<file path="config.mk">
export PLATFORM = sky130hd
export DESIGN_NAME = ips_recency_stack
export DESIGN_NICKNAME = d
export VERILOG_FILES = /design/src/rtl/ips_pkg.sv /design/src/rtl/ips_lfsr.sv /design/src/rtl/ips_rank_cell.sv /design/src/rtl/ips_victim_sel.sv /design/src/rtl/ips_recency_stack.sv
export SDC_FILE = /design/constraint.sdc
export NUM_CORES = 1
export LEC_CHECK = 0
export BUFFER_PORTS_ARGS = -buffer_cell sky130_fd_sc_hd__buf_2
export CAP_MARGIN = 20
export CORE_MARGIN = 2
export CORE_UTILIZATION = 58
export CTS_BUF_LIST = sky130_fd_sc_hd__clkbuf_8
export DETAILED_ROUTE_END_ITERATION = 12
export GPL_TIMING_DRIVEN = 1
export PLACE_DENSITY_LB_ADDON = 0.12
export SLEW_MARGIN = 30
export SYNTH_ARGS = -nofsm -noshare
export SYNTH_HDL_FRONTEND = slang
export SYNTH_SLANG_ARGS = --single-unit
</file>
<file path="constraint.sdc">
create_clock -name clk -period 7.1 [get_ports clk]
set_input_delay 0.355 -clock clk [delete_from_list [all_inputs] [get_ports clk]]
set_output_delay 0.355 -clock clk [all_outputs]
set_load 0.01 [all_outputs]
</file>
<file path="src/rtl/ips_pkg.sv">
// Package: types shared by the recency-stack modules.
package ips_pkg;
    typedef enum logic [1:0] {
        INS_MRU     = 2'd0,
        INS_LRU     = 2'd1,
        INS_BIMODAL = 2'd2,
        INS_MRU_ALT = 2'd3
    } ins_mode_e;
endpackage

</file>
<file path="src/rtl/ips_lfsr.sv">
// Fibonacci LFSR that shifts left and feeds back the XOR of the bits selected by TAPS.
// Assumes TAPS gives a maximal-length sequence and SEED is nonzero.
module ips_lfsr #(
    parameter int                W    = 16,
    parameter logic [W-1:0]      TAPS = 16'hB400,
    parameter logic [W-1:0]      SEED = 16'hACE1
) (
    input  logic         clk,
    input  logic         rst_n,
    input  logic         adv,
    output logic [W-1:0] state
);
    // Step the register once per advance request.
    always_ff @(posedge clk) begin
        if (!rst_n)   state <= SEED;
        else if (adv) state <= {state[W-2:0], ^(state & TAPS)};
    end

    a_r7_advances: assert property (@(posedge clk) disable iff (!rst_n)
        adv |=> state != $past(state));
    a_r9_holds: assert property (@(posedge clk) disable iff (!rst_n)
        !adv |=> $stable(state));
    a_r7_nonzero: assert property (@(posedge clk) disable iff (!rst_n)
        state != '0);
endmodule

</file>
<file path="src/rtl/ips_rank_cell.sv">
// Holds the recency rank of one way.
// On an update, the target way takes rank 0 and every way younger than the target ages by one.
// Assumes the ranks of all cells together form a permutation.
module ips_rank_cell #(
    parameter int              RW         = 4,
    parameter logic [RW-1:0]   RESET_RANK = '0
) (
    input  logic          clk,
    input  logic          rst_n,
    input  logic          upd_en,
    input  logic          is_target,
    input  logic [RW-1:0] target_rank,
    output logic [RW-1:0] rank
);
    // Register the rank; a promotion reorders around the target.
    always_ff @(posedge clk) begin
        if (!rst_n)                   rank <= RESET_RANK;
        else if (upd_en) begin
            if (is_target)            rank <= '0;
            else if (rank < target_rank) rank <= rank + RW'(1);
        end
    end

    a_r3_target_mru: assert property (@(posedge clk) disable iff (!rst_n)
        upd_en && is_target |=> rank == '0);
    a_r3_older_kept: assert property (@(posedge clk) disable iff (!rst_n)
        upd_en && !is_target && rank > target_rank |=> $stable(rank));
endmodule

</file>
<file path="src/rtl/ips_victim_sel.sv">
// Encodes the index of the way whose rank equals the oldest rank (WAYS-1).
// Assumes exactly one way matches, which holds while the ranks form a permutation.
module ips_victim_sel #(
    parameter int WAYS = 16,
    parameter int RW   = 4
) (
    input  logic                     clk,
    input  logic                     rst_n,
    input  logic [WAYS-1:0][RW-1:0]  ranks,
    output logic [RW-1:0]            victim
);
    localparam logic [RW-1:0] OLDEST = RW'(WAYS - 1);

    logic [WAYS-1:0] is_oldest;

    // Compare every rank with the oldest value.
    always_comb begin
        for (int i = 0; i < WAYS; i++) is_oldest[i] = (ranks[i] == OLDEST);
    end

    // Encode the matching way as a binary index.
    always_comb begin
        victim = '0;
        for (int i = 0; i < WAYS; i++)
            if (is_oldest[i]) victim = RW'(i);
    end

    a_r2_single_lru: assert property (@(posedge clk) disable iff (!rst_n)
        $onehot(is_oldest));
endmodule

</file>
<file path="src/rtl/ips_recency_stack.sv">
// Replacement state for one set: a rank per way, a victim encoder and a bimodal coin.
// Assumes WAYS is a power of two. The victim way always carries the line filled on a miss.
module ips_recency_stack #(
    parameter int                 WAYS      = 16,
    parameter int                 WAY_W     = $clog2(WAYS),
    parameter int                 LFSR_W    = 16,
    parameter logic [LFSR_W-1:0]  LFSR_TAPS = 16'hB400,
    parameter logic [LFSR_W-1:0]  LFSR_SEED = 16'hACE1,
    parameter int                 EPS_W     = 5
) (
    input  logic             clk,
    input  logic             rst_n,
    input  logic             acc_valid,
    input  logic             acc_hit,
    input  logic [WAY_W-1:0] hit_way,
    input  logic [1:0]       ins_mode,
    output logic [WAY_W-1:0] victim_way
);
    import ips_pkg::*;

    logic [WAYS-1:0][WAY_W-1:0] ranks;
    logic [LFSR_W-1:0]          lfsr;
    logic                       miss;
    logic                       coin;
    logic                       mru_ins;
    logic                       upd_en;
    logic [WAY_W-1:0]           tgt_way;
    logic [WAY_W-1:0]           tgt_rank;
    ins_mode_e                  mode;

    assign mode = ins_mode_e'(ins_mode);
    assign miss = acc_valid && !acc_hit;
    assign coin = (lfsr[EPS_W-1:0] == '0);

    ips_lfsr #(.W(LFSR_W), .TAPS(LFSR_TAPS), .SEED(LFSR_SEED)) u_lfsr (
        .clk   (clk),
        .rst_n (rst_n),
        .adv   (miss),
        .state (lfsr)
    );

    // Decide whether a miss places the new line at MRU.
    always_comb begin
        case (mode)
            INS_LRU:     mru_ins = 1'b0;
            INS_BIMODAL: mru_ins = coin;
            default:     mru_ins = 1'b1;
        endcase
    end

    // Choose the way to promote and the rank it currently holds.
    always_comb begin
        upd_en   = acc_valid && (acc_hit || mru_ins);
        tgt_way  = acc_hit ? hit_way : victim_way;
        tgt_rank = ranks[tgt_way];
    end

    for (genvar w = 0; w < WAYS; w++) begin : g_way
        localparam logic [WAY_W-1:0] INIT = WAY_W'(w);
        ips_rank_cell #(.RW(WAY_W), .RESET_RANK(INIT)) u_cell (
            .clk         (clk),
            .rst_n       (rst_n),
            .upd_en      (upd_en),
            .is_target   (tgt_way == INIT),
            .target_rank (tgt_rank),
            .rank        (ranks[w])
        );
    end

    ips_victim_sel #(.WAYS(WAYS), .RW(WAY_W)) u_vsel (
        .clk    (clk),
        .rst_n  (rst_n),
        .ranks  (ranks),
        .victim (victim_way)
    );

    a_r5_lru_slot_keeps: assert property (@(posedge clk) disable iff (!rst_n)
        miss && mode == INS_LRU |=> $stable(victim_way));
    a_r4_mru_insert_moves: assert property (@(posedge clk) disable iff (!rst_n)
        miss && (mode == INS_MRU || mode == INS_MRU_ALT) |=> victim_way != $past(victim_way));
    a_r6_bimodal_tails: assert property (@(posedge clk) disable iff (!rst_n)
        miss && mode == INS_BIMODAL && lfsr[EPS_W-1:0] != '0 |=> $stable(victim_way));
    a_r3_hit_other_keeps: assert property (@(posedge clk) disable iff (!rst_n)
        acc_valid && acc_hit && hit_way != victim_way |=> $stable(victim_way));
    a_r3_hit_victim_moves: assert property (@(posedge clk) disable iff (!rst_n)
        acc_valid && acc_hit && hit_way == victim_way |=> victim_way != $past(victim_way));
    a_r9_idle_keeps: assert property (@(posedge clk) disable iff (!rst_n)
        !acc_valid |=> $stable(victim_way));
endmodule

</file>
[Yosys cells after proc, flatten, opt, wreduce, memory -nomap -nowiden]
Cells that the tools add are included.
Widths: inputs -> output; s select.
Cells by class
  add/sub/neg operators: 16
  $lt $le $gt $ge: 17
  eq/ne operators: 32
  multiplexer cells: 51
  reduce and logical (&&, ||, !) cells: 39
Operators by type and width (number)
  $mux 4: 42
  $eq 4x4->1 const B: 23
  $add 4x1->4 const B: 16
  $lt 4x4->1: 16
  $reduce_and 2->1: 16
  $reduce_bool 2->1: 16
  $bmux 4 s4: 1
  $eq 4x3->1 const B: 4
  $reduce_xor 16->1: 1
  $mux 3: 4
  $eq 4x2->1 const B: 2
  $logic_not 5->1: 1
  $lt 4x5->1 const B: 1
  $eq 4x1->1 const B: 1
  $logic_not 4->1: 1
  $mux 2: 2
  $eq 2x1->1 const B: 1
  $eq 2x2->1 const B: 1
  $logic_and 1x1->1: 2
  $pmux 1 s2: 1
  $logic_not 1->1: 1
  $logic_or 1x1->1: 1
  $mux 1: 1
Word-level totals
  register bits after elaboration: 80
  bits of input ports: 10
  output and inout port bits: 4
  logic and storage cells: 172

[Longest topological paths before layout]
  depth after elaboration: 22
  mapped depth: 21
  gate-level depth less buffers: 20

[Cells and area by module]
A second synthesis with hierarchy kept.
Unflattened totals
  cell total of the unflattened synthesis: 838
  area total of the unflattened synthesis: 7113.1 µm²
Modules (own cells, without submodules)
  ips_recency_stack: times used 1, cells each 143, area each 1034.7 µm², sequential area each 0.0 µm²
  ips_rank_cell at g_way[1].u_cell ...: times used 2, cells each 41, area each 356.6 µm², sequential area each 80.1 µm²
  ips_lfsr: times used 1, cells each 54, area each 630.6 µm², sequential area each 320.3 µm²
  ips_rank_cell at g_way[0].u_cell: times used 1, cells each 42, area each 369.1 µm², sequential area each 80.1 µm²
  ips_rank_cell at g_way[8].u_cell: times used 1, cells each 47, area each 364.1 µm², sequential area each 80.1 µm²
  ips_rank_cell at g_way[9].u_cell: times used 1, cells each 48, area each 355.3 µm², sequential area each 80.1 µm²
  ips_rank_cell at g_way[3].u_cell: times used 1, cells each 39, area each 351.6 µm², sequential area each 80.1 µm²
  ips_rank_cell at g_way[13].u_cell: times used 1, cells each 39, area each 345.3 µm², sequential area each 80.1 µm²
  ips_rank_cell at g_way[4].u_cell: times used 1, cells each 34, area each 305.3 µm², sequential area each 80.1 µm²
  ips_rank_cell at g_way[6].u_cell: times used 1, cells each 34, area each 304.0 µm², sequential area each 80.1 µm²
  ips_rank_cell at g_way[10].u_cell: times used 1, cells each 35, area each 302.8 µm², sequential area each 80.1 µm²
  ips_rank_cell at g_way[5].u_cell: times used 1, cells each 33, area each 302.8 µm², sequential area each 80.1 µm²
  ips_rank_cell at g_way[7].u_cell: times used 1, cells each 33, area each 301.5 µm², sequential area each 80.1 µm²
  ips_rank_cell at g_way[15].u_cell: times used 1, cells each 33, area each 299.0 µm², sequential area each 80.1 µm²
  4 more rows

[Worst setup path after synthesis]
OpenSTA, ideal clock, no wires.
  path type: reg-to-reg
  from: register g_way[1].u_cell.rank[0]
  to: register g_way[11].u_cell.rank[2]
  library setup time: 95 ps
  arrival time: 5327 ps
  data required time: 7005 ps
  path slack: 1677 ps
  stages on the path, launching flop included: 19
  path buffers: 2
  period minus slack after synthesis: 5423 ps
  cell sequence: dfxtp_1 > ha_1 > and3_1 > a21boi_0 > o211ai_1 > o211ai_2 > clkbuf_1 > clkbuf_1 > mux2i_1 > a211oi_1 > o31ai_1 > ha_1 > a21o_1 > a21oi_1 > nand2_1 > a31oi_1 > a21oi_2 > or3_1 > a221oi_1
On the way
  longest elaborated chain between the ends: 22
  elaborated cells on any way between the ends: 24
  those cells by class: order compare: 1; eq/ne: 2; mux: 19; reduce/logical: 2
RTL lines
  start: declaration: line ips_rank_cell.sv:13  | output logic [RW-1:0] rank
  start signal: assignment: line ips_rank_cell.sv:20  | else if (rank < target_rank) rank <= rank + RW'(1);
  $eq 4x4->1: line ips_victim_sel.sv:18  | for (int i = 0; i < WAYS; i++) is_oldest[i] = (ranks[i] == OLDEST);
  $mux 1: line ips_victim_sel.sv:25  | if (is_oldest[i]) victim = RW'(i);
  $mux 2 (2 in series): line ips_victim_sel.sv:25
  $mux 3 (4 in series): line ips_victim_sel.sv:25
  $mux 4 (8 in series): line ips_victim_sel.sv:25
  $mux 4: line ips_recency_stack.sv:54  | tgt_way = acc_hit ? hit_way : victim_way;
  $bmux 4 s4: line ips_recency_stack.sv:55  | tgt_rank = ranks[tgt_way];
  $mux 4 (implied by the code): line ips_recency_stack.sv:55
  $lt 4x4->1: line ips_rank_cell.sv:20
  $reduce_bool 2->1 (no line)
  $reduce_and 2->1 (no line)
  end signal: assignment: line ips_rank_cell.sv:20
  end: declaration: line ips_rank_cell.sv:13
Parallel ways exist; a longest one is shown, timed or not. The select of a mux whose other input is x is not followed.
A chain may end at the register's enable or synchronous reset.

[Worst setup path after layout]
  from: register g_way[5].u_cell.rank[0]
  to: register g_way[3].u_cell.rank[3]
On the way
  longest elaborated chain between the ends: 18
  elaborated cells on any way between the ends: 20
  those cells by class: order compare: 1; eq/ne: 2; mux: 15; reduce/logical: 2
RTL lines (line)
  start: declaration: ips_rank_cell.sv:13
  start signal: assignment: ips_rank_cell.sv:20
  $eq 4x4->1: ips_victim_sel.sv:18
  $mux 3 (3 in series): ips_victim_sel.sv:25
  $mux 4 (8 in series): ips_victim_sel.sv:25
  $mux 4: ips_recency_stack.sv:54
  $bmux 4 s4: ips_recency_stack.sv:55
  $mux 4 (implied by the code): ips_recency_stack.sv:55
  $lt 4x4->1: ips_rank_cell.sv:20
  $reduce_bool 2->1 (no line)
  $reduce_and 2->1 (no line)
  end signal: assignment: ips_rank_cell.sv:20
  end: declaration: ips_rank_cell.sv:13
Parallel ways exist; a longest one is shown, timed or not. The select of a mux whose other input is x is not followed.

==> results.ini <==
[cts]
cts_tree = yes
cts.path.max_buffers = 2
clock-sinks = 80
cts_buffers = 9
cts-root-buf = clkbuf_8
cts_hold_buffers = 0
cts_htree_levels = 3
post_cts_resized = 0
path_clk_slew_ns = 0.09
cts_setup_buffers = 0
clock_latency_ns = 0.38

[worst_setup_path]
end_kind = flop
cp.arrival_ns = 5.75
start_kind = flop
criticalPathCategory = flop to flop
crit_fanout = 36
cp.required_ns = 7.40

[logic_synthesis]
ys_async_sr_fraction_pct = 0
synth_edf_count = 0
yosys_register_bits = 80
yosysSeqAreaShare_pct = 25.6
syn_area_per_cell_um2 = 7.92
synth_fp_nets = 864
ys_top_cells_by_area = dfxtp_1 26%, ha_1 13%, nand2_1 6.0%
synth_ff_type = dfxtp_1
yosysWarnings = 0
syn_area_mm2 = 0.00625
syn_inst = 790
synth.distinct_cells = 66
synth.top_cell.area_share_pct = 25.6
synth_largest_area_cell = dfxtp_1

[cells_and_area]
nets = 864
fillers = 907
fin_cells = 931
area_delta_synth_final_pct = 6.60
drive_above_1_share_pct = 8.18
antenna_cells = 0
multiInputGateArea_mm2 = 0.00444
seqCellArea_mm2 = 0.00160

[route]
drt_wl_total_mm = 17.5
drt_iter0_drc = 558
avgRoutedWirePerCell_um = 18.8
first_pass_iters = 5
vias_per_cell = 6.68
drcViolationCount = 0
antenna_left = 0
via_count = 6220

[placed_design]
place_hpwl_mm = 12.7
port-buffer-count = 13
gp_routability_congestion = 0.955
dp.cells = 915

[sta]
rsz0062_at_grt = no
slew_headroom_pct = 43.9
finClkSkew_ns = 0.0135
fin_crit_ns = 5.46
hold_viol = 0
tightest_slew_ns = 0.839
period_share_pct = 76.9
tns_ns = 0
finalSetupViolations = 0
slew_viol_final = 0
fmax_ghz = 0.183

[floorplanning]
core_mm2 = 0.0104
fp.dieH_um = 108
fp-row-count = 37
io_pins = 14
die-area_mm2 = 0.0116
start_util_pct = 60.0
dieWidth_um = 108

[status]
status = completed

[pwr]
ir_worst_vdd_v = 0.000204
leakage_uw = 0.00281
powerDensity_mw_per_mm2 = 453

[global_routing]
antenna_found_initial = 0
grt_max_degree = 70
grt_pass1_wl_mm = 28.8
grt_pass1_vias = 5799
grt-ovfl-total = 0
grt_use_total_pct = 31.5

[flow_run]
maxCapViolCount = 0

[worst_hold_path]
hold_class = flop to flop

[kinds of logic (layout without fill, tap and decap cells)]
group / Yosys count / in the layout / synth area share (%)
flip-flops: 80 / 80 / 25.6
XOR/XNOR: 3 / 3 / 0.420
AO/OA/AOI/OAI: 244 / 244 / 26.8
AND/OR/NAND/NOR: 301 / 301 / 24.3
adder cells (fa/ha/maj): 64 / 64 / 12.8
multiplexers: 33 / 33 / 6.00
buffers and inverters: 65 / 70 / 4.08
[flip-flops by register name, indices dropped and copies added, names as in the netlist]
register,cells
g_way.u_cell.rank,64
u_lfsr.state,16
[placed cells by master, fill, tap and decap left out, types with 4 or more instances in the layout]
cell	synthesis	layout
nor2b_1	10	9
buf_4	1	9
and3_1	10	10
o21ai_0	35	35
o311ai_1	5	5
nor3_1	16	16
a21oi_1	65	65
o211ai_1	13	13
nand2_1	100	100
o311ai_0	13	13
nand2b_1	20	20
mux2i_1	24	23
a21o_1	25	25
nor2_1	49	49
ha_1	64	64
a31oi_1	12	12
or4_1	9	9
a211oi_1	13	13
inv_1	30	32
and2_1	5	5
mux2_2	6	6
dfxtp_1	80	80
clkbuf_8	0	9
nand3_1	30	30
nand4_1	19	19
buf_2	0	13
a211o_1	4	4
or3_1	13	13
o22ai_1	10	10
o21a_1	7	7
[area by class of cell]
| class | count | share of cell area, % |
|---|---|---|
| Sequential cell | 80 | 24.0 |
| Multi-Input combinational cell | 645 | 66.6 |
| Timing Repair Buffer | 24 | 2.33 |
| Tap cell | 136 | 2.55 |
| Inverter | 30 | 1.69 |
| Clock inverter | 7 | 0.976 |
| Clock buffer | 9 | 1.86 |
[through the flow]
step	util (%)	instance area, µm²	setup WS, ns	hold slack (ns)	power [µW]
after floorplan	-	6250	1.68	0.432	2120
after global placement	61.9	6450	1.83	0.436	2520
after detailed placement	62.1	6470	1.72	0.451	2640
after CTS	64.0	6660	1.68	0.463	2980
after global routing	64.0	6670	1.31	0.496	3290
final	64.0	6670	1.64	0.461	3020
[cell usage after synthesis, types with 6 or more instances]
master and instances:
nand2b_1 20, o211ai_1 13, a21oi_1 65, nor2b_1 10, nor2_1 49, mux2i_1 24, o21a_1 7, or3_1 13
clkbuf_1 30, nand2_1 100, and3_1 10, nor3_1 16, o21ai_0 35, o311ai_0 13, a31oi_1 12, nand3_1 30
a211oi_1 13, inv_1 30, dfxtp_1 80, or4_1 9, a21o_1 25, mux2_2 6, nand4_1 19, ha_1 64
o22ai_1 10
[per-layer routing]
layer / track usage [%] / wire length (µm) / vias up
met2: 50.9 / 8040 / 247
met3: 6.05 / 1300 / 26
met4: 11.1 / 320 / 0
met1: 41.7 / 7840 / 2942
met5: 0 / 0 / -
li1: - / - / 3005
[worst max-delay path, cell delays in order, from the launching register on]
cell and delay (ns):
dfxtp_1 0.38, ha_1 0.23, and3_1 0.20, a21boi_0 0.37, o21ai_0 0.21, o211ai_4 0.42, buf_4 0.51, mux2_2 0.40
nor2_1 0.09, a211oi_1 0.10, o31ai_2 0.62, buf_4 0.33, ha_1 0.26, o21ai_0 0.20, nand2b_1 0.08, a21oi_1 0.24
nand4_1 0.14, or4_1 0.42, a21oi_1 0.14
[final timing paths]
check	startpoint	to	slack, ns	cells after the start
hold / removal	u_lfsr.state[8]$_SDFFE_PN0P_	u_lfsr.state[9]$_SDFFE_PN0P_	0.46	2
setup reg to reg	g_way[5].u_cell.rank[0]$_SDFFE_PN1P_	g_way[3].u_cell.rank[3]$_SDFFE_PN0P_	1.64	18
hold reg to reg	u_lfsr.state[8]$_SDFFE_PN0P_	u_lfsr.state[9]$_SDFFE_PN0P_	0.46	2
setup / recovery	g_way[5].u_cell.rank[0]$_SDFFE_PN1P_	g_way[3].u_cell.rank[3]$_SDFFE_PN0P_	1.64	18
[power by group]
| part | internal [µW] | leakage, µW | switching, µW | total [µW] |
|---|---|---|---|---|
| clock network | 160 | 0.000106 | 174 | 334 |
| registers | 549 | 0.000656 | 157 | 705 |
| logic | 804 | 0.00205 | 1180 | 1980 |
| total | 1510 | 0.00281 | 1510 | 3020 |
No activity file was read; power rests on OpenSTA's default activity.
